==> src/rtl/vit_pkg.sv <==
package vit_pkg;
   typedef enum logic {SEQ_IDLE = 1'b0, SEQ_RUN = 1'b1} seq_st_e;

   // control word bit positions above the iteration field
   localparam int VV_OFS   = 0;
   localparam int SYNC_OFS = 1;
   localparam int PEND_OFS = 2;
   localparam int CTRL_BITS = 3;
endpackage

==> src/rtl/vit_seq.sv <==
module vit_seq #(
   parameter int LEN_W = 3
) (
   input  logic             clk,
   input  logic             rst,
   input  logic             start_i,
   input  logic             scalar_i,
   input  logic [LEN_W-1:0] len_m1_i,
   input  logic             hold_i,
   input  logic             exc_i,
   output logic             iter_valid_o,
   output logic [LEN_W-1:0] idx_o,
   output logic [LEN_W-1:0] last_o,
   output logic             scalar_o,
   output logic             fault_o,
   output logic             commit_o,
   output logic             done_o
);
   import vit_pkg::*;

   seq_st_e          st_q;
   logic [LEN_W-1:0] idx_q;
   logic [LEN_W-1:0] last_q;
   logic             scal_q;
   logic             done_q;
   logic             at_last;

   assign at_last = (idx_q == last_q);

   always_ff @(posedge clk) begin
      if (rst) begin
         st_q   <= SEQ_IDLE;
         idx_q  <= '0;
         last_q <= '0;
         scal_q <= 1'b0;
         done_q <= 1'b0;
      end else begin
         done_q <= 1'b0;
         case (st_q)
            SEQ_IDLE: begin
               if (start_i && !hold_i) begin
                  st_q   <= SEQ_RUN;
                  idx_q  <= '0;
                  last_q <= scalar_i ? '0 : len_m1_i;
                  scal_q <= scalar_i;
               end
            end
            SEQ_RUN: begin
               if (exc_i) begin
                  st_q <= SEQ_IDLE;
               end else if (at_last) begin
                  st_q   <= SEQ_IDLE;
                  done_q <= 1'b1;
               end else begin
                  idx_q <= idx_q + 1'b1;
               end
            end
            default: st_q <= SEQ_IDLE;
         endcase
      end
   end

   assign iter_valid_o = (st_q == SEQ_RUN);
   assign idx_o        = idx_q;
   assign last_o       = last_q;
   assign scalar_o     = scal_q;
   assign fault_o      = iter_valid_o && exc_i;
   assign commit_o     = iter_valid_o && !exc_i;
   assign done_o       = done_q;
endmodule

==> src/rtl/vit_capture.sv <==
module vit_capture #(
   parameter int LEN_W     = 3,
   parameter int VERSION   = 2,
   parameter bit SCALAR_VV = 1'b1,
   localparam int EW       = LEN_W + vit_pkg::CTRL_BITS
) (
   input  logic             clk,
   input  logic             rst,
   input  logic             fault_i,
   input  logic [LEN_W-1:0] idx_i,
   input  logic [LEN_W-1:0] last_i,
   input  logic             scalar_i,
   input  logic             we_i,
   input  logic [EW-1:0]    wd_i,
   output logic [EW-1:0]    ecr_o,
   output logic             pend_o,
   output logic             trap_o
);
   import vit_pkg::*;

   logic [LEN_W-1:0] itr_q;
   logic             vv_q;
   logic             pend_q;
   logic             trap_q;
   logic             sync_bit;
   logic [LEN_W-1:0] remain_code;

   // elements left after the faulting one, minus one, modulo 2**LEN_W
   assign remain_code = last_i - idx_i - 1'b1;

   always_ff @(posedge clk) begin
      if (rst) begin
         itr_q  <= '0;
         vv_q   <= 1'b0;
         pend_q <= 1'b0;
         trap_q <= 1'b0;
      end else begin
         trap_q <= fault_i;
         if (fault_i) begin
            itr_q  <= remain_code;
            vv_q   <= scalar_i ? SCALAR_VV : 1'b1;
            pend_q <= 1'b1;
         end else if (we_i) begin
            itr_q  <= wd_i[LEN_W-1:0];
            vv_q   <= wd_i[LEN_W+VV_OFS];
            pend_q <= wd_i[LEN_W+PEND_OFS];
         end
      end
   end

   generate
      if (VERSION == 2) begin : g_sync_reg
         logic sync_q;
         always_ff @(posedge clk) begin
            if (rst)          sync_q <= 1'b0;
            else if (fault_i) sync_q <= 1'b1;
            else if (we_i)    sync_q <= wd_i[LEN_W+SYNC_OFS];
         end
         assign sync_bit = sync_q;
      end else begin : g_sync_raz
         assign sync_bit = 1'b0;
      end
   endgenerate

   assign ecr_o  = {pend_q, sync_bit, vv_q, itr_q};
   assign pend_o = pend_q;
   assign trap_o = trap_q;
endmodule

==> src/rtl/vit_cumflags.sv <==
module vit_cumflags #(
   parameter int NFLAG        = 5,
   parameter bit CUM_ON_FAULT = 1'b0
) (
   input  logic             clk,
   input  logic             rst,
   input  logic             commit_i,
   input  logic             fault_i,
   input  logic [NFLAG-1:0] flags_i,
   output logic [NFLAG-1:0] cum_o
);
   logic [NFLAG-1:0] cum_q;
   logic             merge;

   generate
      if (CUM_ON_FAULT) begin : g_merge_fault
         assign merge = commit_i || fault_i;
      end else begin : g_drop_fault
         assign merge = commit_i;
      end
   endgenerate

   always_ff @(posedge clk) begin
      if (rst)        cum_q <= '0;
      else if (merge) cum_q <= cum_q | flags_i;
   end

   assign cum_o = cum_q;
endmodule

==> src/rtl/vecit_trap_unit.sv <==
module vecit_trap_unit #(
   parameter int LEN_W        = 3,
   parameter int NFLAG        = 5,
   parameter int VERSION      = 2,
   parameter bit SCALAR_VV    = 1'b1,
   parameter bit CUM_ON_FAULT = 1'b0,
   localparam int EW          = LEN_W + vit_pkg::CTRL_BITS
) (
   input  logic             clk,
   input  logic             rst,
   input  logic             start_i,
   input  logic             scalar_i,
   input  logic [LEN_W-1:0] len_m1_i,
   output logic             iter_valid_o,
   output logic [LEN_W-1:0] iter_idx_o,
   input  logic             exc_i,
   input  logic [NFLAG-1:0] cflags_i,
   output logic             wb_en_o,
   output logic             done_o,
   output logic             trap_o,
   output logic [EW-1:0]    ecr_o,
   input  logic             ecr_we_i,
   input  logic [EW-1:0]    ecr_wd_i,
   output logic [NFLAG-1:0] cum_flags_o
);
   generate
      if (VERSION != 1 && VERSION != 2) begin : g_bad_version
         $error("vecit_trap_unit: VERSION must be 1 or 2");
      end
      if (LEN_W < 1 || LEN_W > 6) begin : g_bad_len
         $error("vecit_trap_unit: LEN_W out of range");
      end
      if (NFLAG < 1) begin : g_bad_nflag
         $error("vecit_trap_unit: NFLAG must be positive");
      end
   endgenerate

   logic [LEN_W-1:0] last_w;
   logic             scal_w;
   logic             fault_w;
   logic             commit_w;
   logic             pend_w;

   vit_seq #(.LEN_W(LEN_W)) u_seq (
      .clk          (clk),
      .rst          (rst),
      .start_i      (start_i),
      .scalar_i     (scalar_i),
      .len_m1_i     (len_m1_i),
      .hold_i       (pend_w),
      .exc_i        (exc_i),
      .iter_valid_o (iter_valid_o),
      .idx_o        (iter_idx_o),
      .last_o       (last_w),
      .scalar_o     (scal_w),
      .fault_o      (fault_w),
      .commit_o     (commit_w),
      .done_o       (done_o)
   );

   vit_capture #(.LEN_W(LEN_W), .VERSION(VERSION), .SCALAR_VV(SCALAR_VV)) u_cap (
      .clk      (clk),
      .rst      (rst),
      .fault_i  (fault_w),
      .idx_i    (iter_idx_o),
      .last_i   (last_w),
      .scalar_i (scal_w),
      .we_i     (ecr_we_i),
      .wd_i     (ecr_wd_i),
      .ecr_o    (ecr_o),
      .pend_o   (pend_w),
      .trap_o   (trap_o)
   );

   vit_cumflags #(.NFLAG(NFLAG), .CUM_ON_FAULT(CUM_ON_FAULT)) u_cum (
      .clk      (clk),
      .rst      (rst),
      .commit_i (commit_w),
      .fault_i  (fault_w),
      .flags_i  (cflags_i),
      .cum_o    (cum_flags_o)
   );

   assign wb_en_o = commit_w;
endmodule

==> config.mk <==
export PLATFORM = sky130hd
export DESIGN_NAME = vecit_trap_unit
export DESIGN_NICKNAME = d
export VERILOG_FILES = /design/src/rtl/vit_pkg.sv /design/src/rtl/vit_seq.sv /design/src/rtl/vit_capture.sv /design/src/rtl/vit_cumflags.sv /design/src/rtl/vecit_trap_unit.sv
export SDC_FILE = /design/constraint.sdc
export NUM_CORES = 1
export LEC_CHECK = 0
export ABC_AREA = 1
export BUFFER_PORTS_ARGS = -buffer_cell sky130_fd_sc_hd__buf_2
export CORE_UTILIZATION = 49
export CTS_BUF_LIST = sky130_fd_sc_hd__clkbuf_4
export DETAILED_ROUTE_END_ITERATION = 16
export PLACE_DENSITY_LB_ADDON = 0.15
export SYNTH_ARGS = -nofsm -noshare
export SYNTH_HDL_FRONTEND = slang
export SYNTH_HIERARCHICAL = 1
export SYNTH_SLANG_ARGS = --single-unit
==> constraint.sdc <==
create_clock -name clk -period 1.6 [get_ports clk]
set_input_delay 0.32 -clock clk [delete_from_list [all_inputs] [get_ports clk]]
set_output_delay 0.32 -clock clk [all_outputs]
set_load 0.1 [all_outputs]
## Word-level counts from Yosys, hierarchy flattened

Index checks and enable logic that the tools add are counted.

- Register bits: 20
- Input port bits: 20
- Output and inout port bits: 18

- Bitwise operators: 2
- Equal/unequal tests: 4
- Reduce and logical (&&, ||, !) cells: 9
- Multiplexer cells: 18
- Add/sub/neg operators: 3

Operator list:

| cell | count |
|---|---|
| $mux 3 | 6 |
| $mux 1 | 10 |
| $pmux 3 s2 | 1 |
| $or 5x5->5 | 1 |
| $ne 2x2->1 const B | 2 |
| $add 3x1->3 const B | 1 |
| $eq 3x3->1 | 1 |
| $logic_and 1x1->1 | 3 |
| $reduce_and 3->1 | 1 |
| $reduce_or 3->1 | 1 |
| $sub 3x1->3 const B | 1 |
| $sub 3x3->3 | 1 |
| $logic_not 1->1 | 2 |
| $ne 2x1->1 const B | 1 |
| $pmux 1 s2 | 1 |
| $reduce_and 2->1 | 1 |
| $reduce_bool 2->1 | 1 |
| $not 1->1 | 1 |

## Longest topological paths before layout

Gate-level depths: netlist of run 1.

- Depth in word-level cells: 4
- Mapped depth: 9

## Hierarchy

The synthesis of run 1 kept the hierarchy.

Modules (own cells, without submodules):

| module | seq. area each (sq um) | area an instance (sq um) | cells an instance | instances |
|---|---|---|---|---|
| vit_seq | 180.2 | 440.4 | 56 | 1 |
| vit_capture | 140.1 | 377.9 | 51 | 1 |
| vit_cumflags | 100.1 | 162.7 | 20 | 1 |

## Worst setup path after synthesis of run 1

No wires, ideal clock.

- Path type: register to register
- Start: reg u_seq.st_q (netlist: u_seq/iter_valid_o)
- End: reg u_seq.idx_q[0] (netlist: u_seq/idx_o[0])
- Arrival: 2011 ps
- Cell stages (with the launch flop): 6
- Clock period less this slack: 2178 ps
- Path buffers: 0
- Data required time: 1433 ps
- Path slack: -578 ps
- Cells stage by stage: dfxtp_1 inv_2 nor2_4 nand2_4 nand2_2 a21oi_1

- Longest elaborated chain between the ends: 3
- Elaborated cells on any way between the ends: 6
- Classes of those cells: eq/ne (3); mux (1); bitwise (1); reduce/logical (1)

Ends and longest elaborated chain:

| what | line | text |
|---|---|---|
| from (decl) | vit_seq.sv:21 | `seq_st_e st_q;` |
| from (signal assigned) | vit_seq.sv:32 | `st_q <= SEQ_IDLE;` |
| from (signal assigned) | vit_seq.sv:42 | `st_q <= SEQ_RUN;` |
| from (signal assigned) | vit_seq.sv:50 | `st_q <= SEQ_IDLE;` |
| $not 1->1 (no source line) | n/a |  |
| $ne 2x1->1 (no source line) | n/a |  |
| $reduce_and 3->1 (no source line) | n/a |  |
| to (signal assigned) | vit_seq.sv:55 | `idx_q <= idx_q + 1'b1;` |
| to (decl) | vit_seq.sv:22 | `logic [LEN_W-1:0] idx_q;` |

Parallel ways exist; a longest one is shown, timed or not.
A chain may end at the register's enable or synchronous reset.

## Worst setup path after layout of run 1

- Start: reg u_seq.st_q (netlist: u_seq/iter_valid_o)
- End: out wb_en_o

- Longest elaborated chain between the ends: 1

Ends and longest elaborated chain:

| what | line | text |
|---|---|---|
| $logic_and 1x1->1 | vit_seq.sv:68 | `assign commit_o = iter_valid_o && !exc_i;` |
| to (decl) | vecit_trap_unit.sv:18 | `output logic wb_en_o,` |

No other way between the ends.

==> results of run 1 <==
## stage by stage
step	setup slack (ns)	setup TNS (ns)	utilization, %	area [sq um]	hold slack, ns
final	0.0864	0	69.1	1220	0.242
after global routing	0.0272	0	69.1	1220	0.226
after CTS	0.0715	0	69.1	1220	0.239
after detailed placement	0.215	0	66.2	1170	0.440
after global placement	0.265	0	66.2	1170	0.433
after floorplan	-0.0383	-0.0735	-	962	0.389
## routing by layer
metal / GRT usage, % / share of wire (%)
met1: 22.2 / 45
met2: 36.1 / 50
met3: 4.76 / 4.1
met4: 5.29 / 0.63
met5: 0 / 0
## sequential cells by signal (all words and copies together) (netlist names), 3 cells and up
signal / cells
u_seq/last_o: 3
u_cum/cum_o: 5
u_cap/itr_q: 3
u_seq/idx_o: 3
## power groups by stage
stage	Combinational, mW	Sequential (mW)	Clock (mW)
2_1_floorplan	0.139	0.640	0
3_3_place_gp	0.291	0.543	0
3_5_place_dp	0.295	0.544	0
4_1_cts	0.296	0.533	0.418
5_1_grt	0.312	0.535	0.439
6_report	0.294	0.532	0.410
## critical path, delay by kind of cell, from the launching register on
| kind | cells | cell delay [ns] |
|---|---|---|
| flops | 1 | 0.38 |
| buf+inv | 2 | 0.27 |
| simple gates | 1 | 0.26 |
## how the worst max path moves through the flow
stage | startpoint | end | slack (ns) | cells past startpoint
2_1_floorplan | u_seq/iter_valid_o$_SDFF_PP0_ | u_seq/idx_o[2]$_SDFFE_PP0P_ | -0.04 | 6
3_3_place_gp | u_seq/idx_o[0]$_SDFFE_PP0P_ | u_cap/itr_q[2]$_SDFFE_PP0P_ | 0.27 | 8
3_5_place_dp | u_seq/idx_o[0]$_SDFFE_PP0P_ | u_cap/itr_q[1]$_SDFFE_PP0P_ | 0.21 | 7
4_1_cts | u_seq/iter_valid_o$_SDFF_PP0_ | wb_en_o | 0.07 | 3
5_1_grt | u_seq/iter_valid_o$_SDFF_PP0_ | wb_en_o | 0.03 | 3
6_report | u_seq/iter_valid_o$_SDFF_PP0_ | wb_en_o | 0.09 | 3
## final cells by class
cell class / instances / area share (%)
flip-flops and latches: 20 / 33.6
clock buffers: 3 / 1.85
multi-input cells: 77 / 35.8
clock inverters: 1 / 2.46
well taps: 25 / 2.56
repair buffers: 37 / 16.4
inverters: 23 / 7.28
==> run_results.csv, run 1 <==
group,metric,value,unit
floorplanning,num_io_pins,38,
pwr,power.switching,0.396,mW
setup_path,critPathSlowestCell,"dfxtp_4",
global_routing,grt_pass1_vias,734,
pwr,intPower,0.841,mW
pwr,power.share.switching,32.0,%
logic_synthesis,yosysWarnings,6,
placed_design,globalplace.congestion,0.853,
clock_tree,cts-resized-gates,0,
global_routing,grt_overflow,0,
setup_path,crit_fanout,8,
floorplanning,rows,15,
floorplanning,die_area,0.00212,sq mm
logic_synthesis,netlist_instances,124,
logic_synthesis,avgSynthCellArea,7.66,sq um
detailed_routing,wire_per_inst,10.3,microns
detailed_routing,final_antenna_net_count,0,
status,status,"finished, final reports clean",
setup_path,cp-start-kind,"register",
detailed_routing,num_vias,871,
pwr,power_frac_clock,33.2,%
pwr,power_frac_comb,23.8,%
clock_tree,cts_root_buffer,"clkbuf_4",
global_routing,antenna_found_initial,0,
sta,final-max-slew-violation-count,0,
pwr,p_leak,0.619,nW
sta,fin_crit,1.51,ns
setup_path,rr_startpoint,"u_seq/idx_o[0]$_SDFFE_PP0P_",
floorplanning,die_w,46.0,microns
sta,fin_crit_sh,94.6,%
floorplanning,start_util,53.8,%
clock_tree,path_clk_slew,0.11,ns
layout,syn_to_final_growth,28.5,%
clock_tree,tritoncts,"yes",
global_routing,grt_pass1_wl,2900,microns
placed_design,portBuffers,37,
clock_tree,cts_buffers,3,
hold_path,hold_path_startpoint,"exc_i",
sta,finalSetupViolCount,0,
setup_path,path_class,"register to output port",
layout,regArea,410,sq um
sta,worst_slew_pin_slew,0.490,ns
clock_tree,cts_sinks,20,
detailed_routing,drc,0,
floorplanning,die_h,46.0,microns
hold_path,worstHoldEndpoint,"u_seq/done_o$_SDFF_PP0_",
layout,drive_gt1_share,35.4,%
clock_tree,insertion_delay,0.30,ns
detailed_routing,drtIter0Drc,12,
setup_path,cp.required,1.28,ns
hold_path,hold_class,"input port to register",
placed_design,dp_hpwl,1500,microns
sta,max_freq,661,MHz
global_routing,grt_util_all_layers,19.7,%
clock_tree,hold_buffers,0,
logic_synthesis,synth_area,950,sq um
global_routing,grt_max_degree,18,
detailed_routing,wirelength,1910,microns
pwr,pwr-share-seq,43.1,%
pwr,finalPower,1.24,mW
hold_path,whs_path_depth,2,
floorplanning,core_area,0.00176,sq mm
sta,hold_violations,0,
pwr,peakVddDrop,0.749,mV
sta,slew_headroom,67.6,%
layout,fillers,188,
placed_design,place_inst,182,
setup_path,rr_worst_depth,7,
sta,rsz0062_at_grt,"false",
clock_tree,cts_max_level,1,
layout,diodes,0,
logic_synthesis,synth_nets,147,
layout,multi_input_area,437,sq um
layout,final_cell_mix,"buf_2 (36), nand2_1 (36), inv_1 (20)",
setup_path,crit_path_end_kind,"output port",
setup_path,r2r-end,"u_cap/itr_q[1]$_SDFFE_PP0P_",
clock_tree,clockBufferDepth,2,
layout,layout.cells.non_filler,186,
setup_path,reg2reg_slack,0.19,ns
pwr,power_density,1010,mW/mm^2
setup_path,crit_arrival,1.19,ns
setup_path,path_cells,"inv_4 -> nor2_4 -> buf_12",
layout,nNetsFinal,185,
setup_path,critical_path.max_stage_delay,0.38,ns
sta,skew,0.0105,ns
flow_run,cap_violations,0,
detailed_routing,firstDrtPassIters,4,
detailed_routing,via_per_inst,4.68,
clock_tree,postCtsSetupRepairBufs,0,
No activity file was read; power rests on OpenSTA's default activity.
==> run 2: changes to the inputs <==
==> constraint.sdc (replaced) <==
create_clock -name clk -period 1.6 [get_ports clk]
set_input_delay 0.16 -clock clk [delete_from_list [all_inputs] [get_ports clk]]
set_output_delay 0.16 -clock clk [all_outputs]
set_load 0.1 [all_outputs]
==> run 2 against run 1 <==
- core utilization shrank 0.43 points
- critical path type unchanged
- clock-buffer cell count is the same
- critical endpoint unchanged
- first-iteration DRC count grew 75%
- clock skew grew 0.0029 ns
- via count grew 4.2%
- die area is the same
- flip-flop and latch count is the same
- largest power group unchanged
==> run_results.csv, run 2 (same netlist as run 1, synthesis figures left out) <==
group,metric,value,unit
sta,rsz0062_at_grt,"false",
sta,skew,0.0133,ns
detailed_routing,drc,0,
detailed_routing,firstDrtPassIters,4,
pwr,pwr-share-seq,43.1,%
layout,drive_gt1_share,35.8,%
floorplanning,die_w,46.0,microns
detailed_routing,final_antenna_net_count,0,
layout,nNetsFinal,186,
placed_design,place_inst,183,
setup_path,path_cells,"inv_4 -> nor2_4 -> buf_2",
detailed_routing,drtIter0Drc,21,
clock_tree,path_clk_slew,0.12,ns
layout,final_cell_mix,"buf_2 (37), nand2_1 (36), inv_1 (20)",
setup_path,critPathSlowestCell,"buf_2",
pwr,power.share.switching,32.1,%
placed_design,dp_hpwl,1460,microns
clock_tree,postCtsSetupRepairBufs,0,
clock_tree,cts_buffers,3,
sta,max_freq,706,MHz
hold_path,hold_class,"input port to register",
floorplanning,rows,15,
clock_tree,cts_root_buffer,"clkbuf_4",
setup_path,crit_arrival,1.26,ns
floorplanning,num_io_pins,38,
sta,fin_crit,1.42,ns
detailed_routing,wire_per_inst,10.5,microns
global_routing,grt_util_all_layers,20.3,%
clock_tree,cts_sinks,20,
clock_tree,clockBufferDepth,2,
clock_tree,insertion_delay,0.30,ns
setup_path,reg2reg_slack,0.21,ns
global_routing,grt_max_degree,18,
pwr,power_density,1020,mW/mm^2
global_routing,grt_overflow,0,
sta,finalSetupViolCount,0,
layout,final_cell_area,0.00121,sq mm
layout,fin_util,68.7,%
placed_design,portBuffers,37,
setup_path,crit_path_end_kind,"output port",
global_routing,grt_pass1_vias,723,
sta,final-max-slew-violation-count,0,
setup_path,crit_fanout,4,
layout,syn_to_final_growth,27.7,%
pwr,peakVddDrop,0.811,mV
clock_tree,tritoncts,"yes",
floorplanning,start_util,53.8,%
setup_path,cp.required,1.44,ns
floorplanning,die_h,46.0,microns
setup_path,critical_path.max_stage_delay,0.43,ns
pwr,finalPower,1.24,mW
global_routing,grt_pass1_wl,2960,microns
pwr,intPower,0.839,mW
clock_tree,cts_max_level,1,
layout,layout.cells.non_filler,187,
pwr,p_leak,0.621,nW
sta,worst_slew_pin_slew,0.489,ns
placed_design,post_dp_cell_area,0.00116,sq mm
pwr,power_frac_clock,33.2,%
sta,fin_crit_sh,88.6,%
clock_tree,hold_buffers,0,
sta,slew_headroom,67.6,%
detailed_routing,via_per_inst,4.86,
detailed_routing,num_vias,908,
floorplanning,die_area,0.00212,sq mm
sta,hold_ws,0.0817,ns
pwr,power.switching,0.397,mW
pwr,power_frac_comb,23.8,%
flow_run,cap_violations,0,
global_routing,antenna_found_initial,0,
setup_path,cp-start-kind,"register",
sta,hold_violations,0,
clock_tree,cts-resized-gates,0,
layout,largest_reg_flops,5,
layout,final_common_cell,"buf_2",
detailed_routing,wirelength,1960,microns
placed_design,globalplace.congestion,0.842,
floorplanning,core_area,0.00176,sq mm
status,status,"finished, final reports clean",
layout,diodes,0,
setup_path,path_class,"register to output port",
run 2: cell types whose count changed in the layout (fill, tap and decap cells not counted), sizes merged:
cell,change
buf,+1
run 2: area by class of cell:
cell class,instances,area [sq um]
multi-input combinational,77,437
sequential,20,410
inverter,23,88.8
clock buffer,3,22.5
tap,25,31.3
fill,173,552
timing repair buffer,38,193
clock inverter,1,30.0
run 2: path summary, 6_finish.rpt:
check,depth (start not counted),to,start
worst max-delay path,3,wb_en_o,u_seq/iter_valid_o$_SDFF_PP0_
worst min-delay path,3,u_cum/cum_o[3]$_SDFFE_PP0P_,cflags_i[3]
worst max register to register,8,u_cap/itr_q[2]$_SDFFE_PP0P_,u_seq/idx_o[0]$_SDFFE_PP0P_
worst min register to register,2,u_cum/cum_o[1]$_SDFFE_PP0P_,u_cum/cum_o[1]$_SDFFE_PP0P_
run 2: power by group through the flow:
| stage | registers [mW] | clock network, mW | logic [mW] |
|---|---|---|---|
| after detailed placement | 0.543 | 0 | 0.293 |
| after global routing | 0.535 | 0.448 | 0.311 |
| final | 0.532 | 0.410 | 0.294 |
| after floorplan | 0.640 | 0 | 0.139 |
| after CTS | 0.532 | 0.422 | 0.294 |
| after global placement | 0.543 | 0 | 0.289 |
run 2: per-layer routing:
metal | share of wire (%) | global-route usage [%] | up-vias
met5 | 0 | 0 | -
met4 | 1.2 | 12.9 | 0
met3 | 6.0 | 5.56 | 4
met2 | 48 | 33.0 | 32
met1 | 45 | 23.1 | 406
li1 | - | - | 466
run 2: metrics by stage:
stage	setup TNS, ns	setup WS (ns)
3_5_place_dp	0	0.226
3_3_place_gp	0	0.264
4_1_cts	0	0.161
6_report	0	0.183
5_1_grt	0	0.115
2_1_floorplan	-0.0735	-0.0383
run 2: critical path: cells and delay by family (launching register included):
| kind | cells | cell delay (ns) |
|---|---|---|
| buffers and inverters | 2 | 0.48 |
| flip-flops | 1 | 0.38 |
| AND/OR/NAND/NOR | 1 | 0.11 |
==> run 3: changes to the inputs <==
clock period = 1.4 ns   (was 1.6 ns; I/O delays follow)
==> run 3 against run 2 <==
- combinational power grew 18%
- flip-flop and latch count is the same
- via count shrank 1.3%
- largest power group unchanged
- register-to-register slack lost 0.19 ns
- final cell count grew 1.6%
==> run_results.csv, run 3 (same netlist as run 1, synthesis figures left out) <==
group,metric,value,unit
setup_path,path_cells,"inv_4 -> ha_4 -> inv_2 -> fa_2 -> o211ai_2 -> nand2_1 -> inv_1",
detailed_routing,final_antenna_net_count,0,
floorplanning,die_area,0.00212,sq mm
setup_path,path_buf_inv,3,
layout,nNetsFinal,189,
setup_path,crit_fanout,5,
floorplanning,rows,15,
pwr,pwr-share-seq,49.4,%
sta,final-max-slew-violation-count,0,
hold_path,hold_path_startpoint,"exc_i",
clock_tree,cts_sinks,20,
sta,slew_headroom,67.4,%
pwr,p_leak,0.631,nW
pwr,peakVddDrop,0.718,mV
detailed_routing,drc,0,
placed_design,portBuffers,37,
hold_path,hold_class,"input port to register",
sta,finalSetupViolCount,0,
clock_tree,path_clk_slew,0.11,ns
global_routing,grt_overflow,0,
placed_design,globalplace.congestion,0.832,
sta,skew,0.000753,ns
global_routing,antenna_found_initial,0,
sta,fin_crit_sh,98.8,%
pwr,power.share.switching,36.6,%
flow_run,cap_violations,0,
pwr,power.switching,0.450,mW
status,status,"finished, final reports clean",
pwr,intPower,0.781,mW
setup_path,cp.required,1.62,ns
setup_path,cp-start-kind,"register",
detailed_routing,firstDrtPassIters,4,
sta,finalSetupTns,0,ns
layout,largest_reg_flops,5,
detailed_routing,wirelength,1970,microns
setup_path,crit_arrival,1.60,ns
detailed_routing,wire_per_inst,10.4,microns
clock_tree,hold_buffers,0,
sta,max_freq,723,MHz
clock_tree,cts_max_level,1,
clock_tree,tritoncts,"yes",
hold_path,worstHoldEndpoint,"u_seq/done_o$_SDFF_PP0_",
global_routing,grt_pass1_vias,763,
clock_tree,clockBufferDepth,2,
setup_path,r2r-end,"u_cap/itr_q[1]$_SDFFE_PP0P_",
placed_design,dp_hpwl,1450,microns
clock_tree,cts_root_buffer,"clkbuf_4",
layout,drive_gt1_share,40.0,%
hold_path,whs_path_depth,2,
detailed_routing,drtIter0Drc,11,
setup_path,rr_worst_depth,7,
setup_path,reg2reg_slack,0.02,ns
floorplanning,core_area,0.00176,sq mm
setup_path,critPathSlowestCell,"fa_2",
layout,syn_to_final_growth,31.5,%
floorplanning,die_h,46.0,microns
setup_path,crit_path_end_kind,"register",
global_routing,grt_util_all_layers,21.7,%
layout,final_cell_mix,"buf_2 (36), nand2_1 (36), inv_1 (18)",
sta,fin_crit,1.38,ns
layout,diodes,0,
global_routing,grt_max_degree,18,
pwr,power_frac_clock,22.5,%
sta,hold_violations,0,
clock_tree,cts_buffers,3,
global_routing,grt_pass1_wl,3180,microns
detailed_routing,num_vias,896,
floorplanning,num_io_pins,38,
pwr,power_frac_comb,28.1,%
setup_path,rr_startpoint,"u_seq/idx_o[0]$_SDFFE_PP0P_",
clock_tree,insertion_delay,0.30,ns
sta,rsz0062_at_grt,"true",
setup_path,path_class,"register to register",
detailed_routing,via_per_inst,4.72,
setup_path,critical_path.max_stage_delay,0.53,ns
sta,hold_ws,0.0528,ns
floorplanning,start_util,53.8,%
setup_path,startpoint,"u_seq/idx_o[0]$_SDFFE_PP0P_",
pwr,power_density,986,mW/mm^2
setup_path,path_delay_family,"adder cells",
floorplanning,die_w,46.0,microns
sta,worst_slew_pin_slew,0.493,ns
run 3: cell count changes in the layout (fill, tap and decap cells not counted), sizes merged:
| cell | before | now |
|---|---|---|
| clkinv | 0 | 1 |
| bufinv | 1 | 0 |
| buf | 38 | 41 |
run 3: worst reg2reg max path: stages (launching register included):
cell and delay [ns]:
dfxtp_4 0.38, inv_4 0.05, ha_4 0.11, inv_2 0.03, fa_2 0.53, o211ai_2 0.09, nand2_1 0.06, inv_1 0.04
run 3: final cells by class:
| cell class | count | area, sq um |
|---|---|---|
| sequential | 20 | 414 |
| clock inverter | 1 | 3.75 |
| clock buffer | 3 | 22.5 |
| inverter | 23 | 91.3 |
| timing repair buffer | 41 | 230 |
| tap | 25 | 31.3 |
| multi-input combinational | 77 | 455 |
| fill | 168 | 515 |
run 3: how the worst max path moves through the flow:
stage	to	cells past startpoint
2_1_floorplan	u_seq/idx_o[2]$_SDFFE_PP0P_	6
3_3_place_gp	u_cap/itr_q[1]$_SDFFE_PP0P_	7
3_5_place_dp	u_cap/itr_q[1]$_SDFFE_PP0P_	6
4_1_cts	u_cap/itr_q[1]$_SDFFE_PP0P_	7
5_1_grt	u_cap/itr_q[1]$_SDFFE_PP0P_	7
6_report	u_cap/itr_q[1]$_SDFFE_PP0P_	7
run 3: per-layer routing:
layer  wire [microns]  global-route usage (%)  part of all wire [%]  vias up
li1                 -                       -                     -      468
met1              880                    24.3                    45      391
met2              947                    37.5                    48       30
met3               94                    4.76                   4.8        7
met4               46                    12.4                   2.3        0
met5                0                       0                     0        -
run 3: power groups by stage:
stage | clock [mW] | sequential (mW) | combinational [mW]
finish | 0.277 | 0.608 | 0.346
global route | 0.323 | 0.612 | 0.367
global placement | 0 | 0.620 | 0.334
detailed placement | 0 | 0.621 | 0.338
floorplan | 0 | 0.731 | 0.159
CTS | 0.294 | 0.608 | 0.339
run 3: per-stage QoR:
| step | worst slack, ns | power, mW | util (%) | cell area (sq um) | std cells |
|---|---|---|---|---|---|
| floorplan | -0.238 | 0.890 | - | 965 | 124 |
| global placement | 0.0642 | 0.954 | 66.3 | 1170 | 182 |
| detailed placement | 0.0109 | 0.959 | 66.3 | 1170 | 182 |
| CTS | 0.00370 | 1.24 | 67.8 | 1200 | 186 |
| global route | -0.0302 | 1.30 | 70.8 | 1250 | 190 |
| finish | 0.0173 | 1.23 | 70.8 | 1250 | 190 |
run 3: what timing repair did:
| action | CTS | global route |
|---|---|---|
| gates resized for setup | 0 | 7 |
| setup buffers | 0 | 4 |
| endpoints found under the setup margin | 0 | 3 |
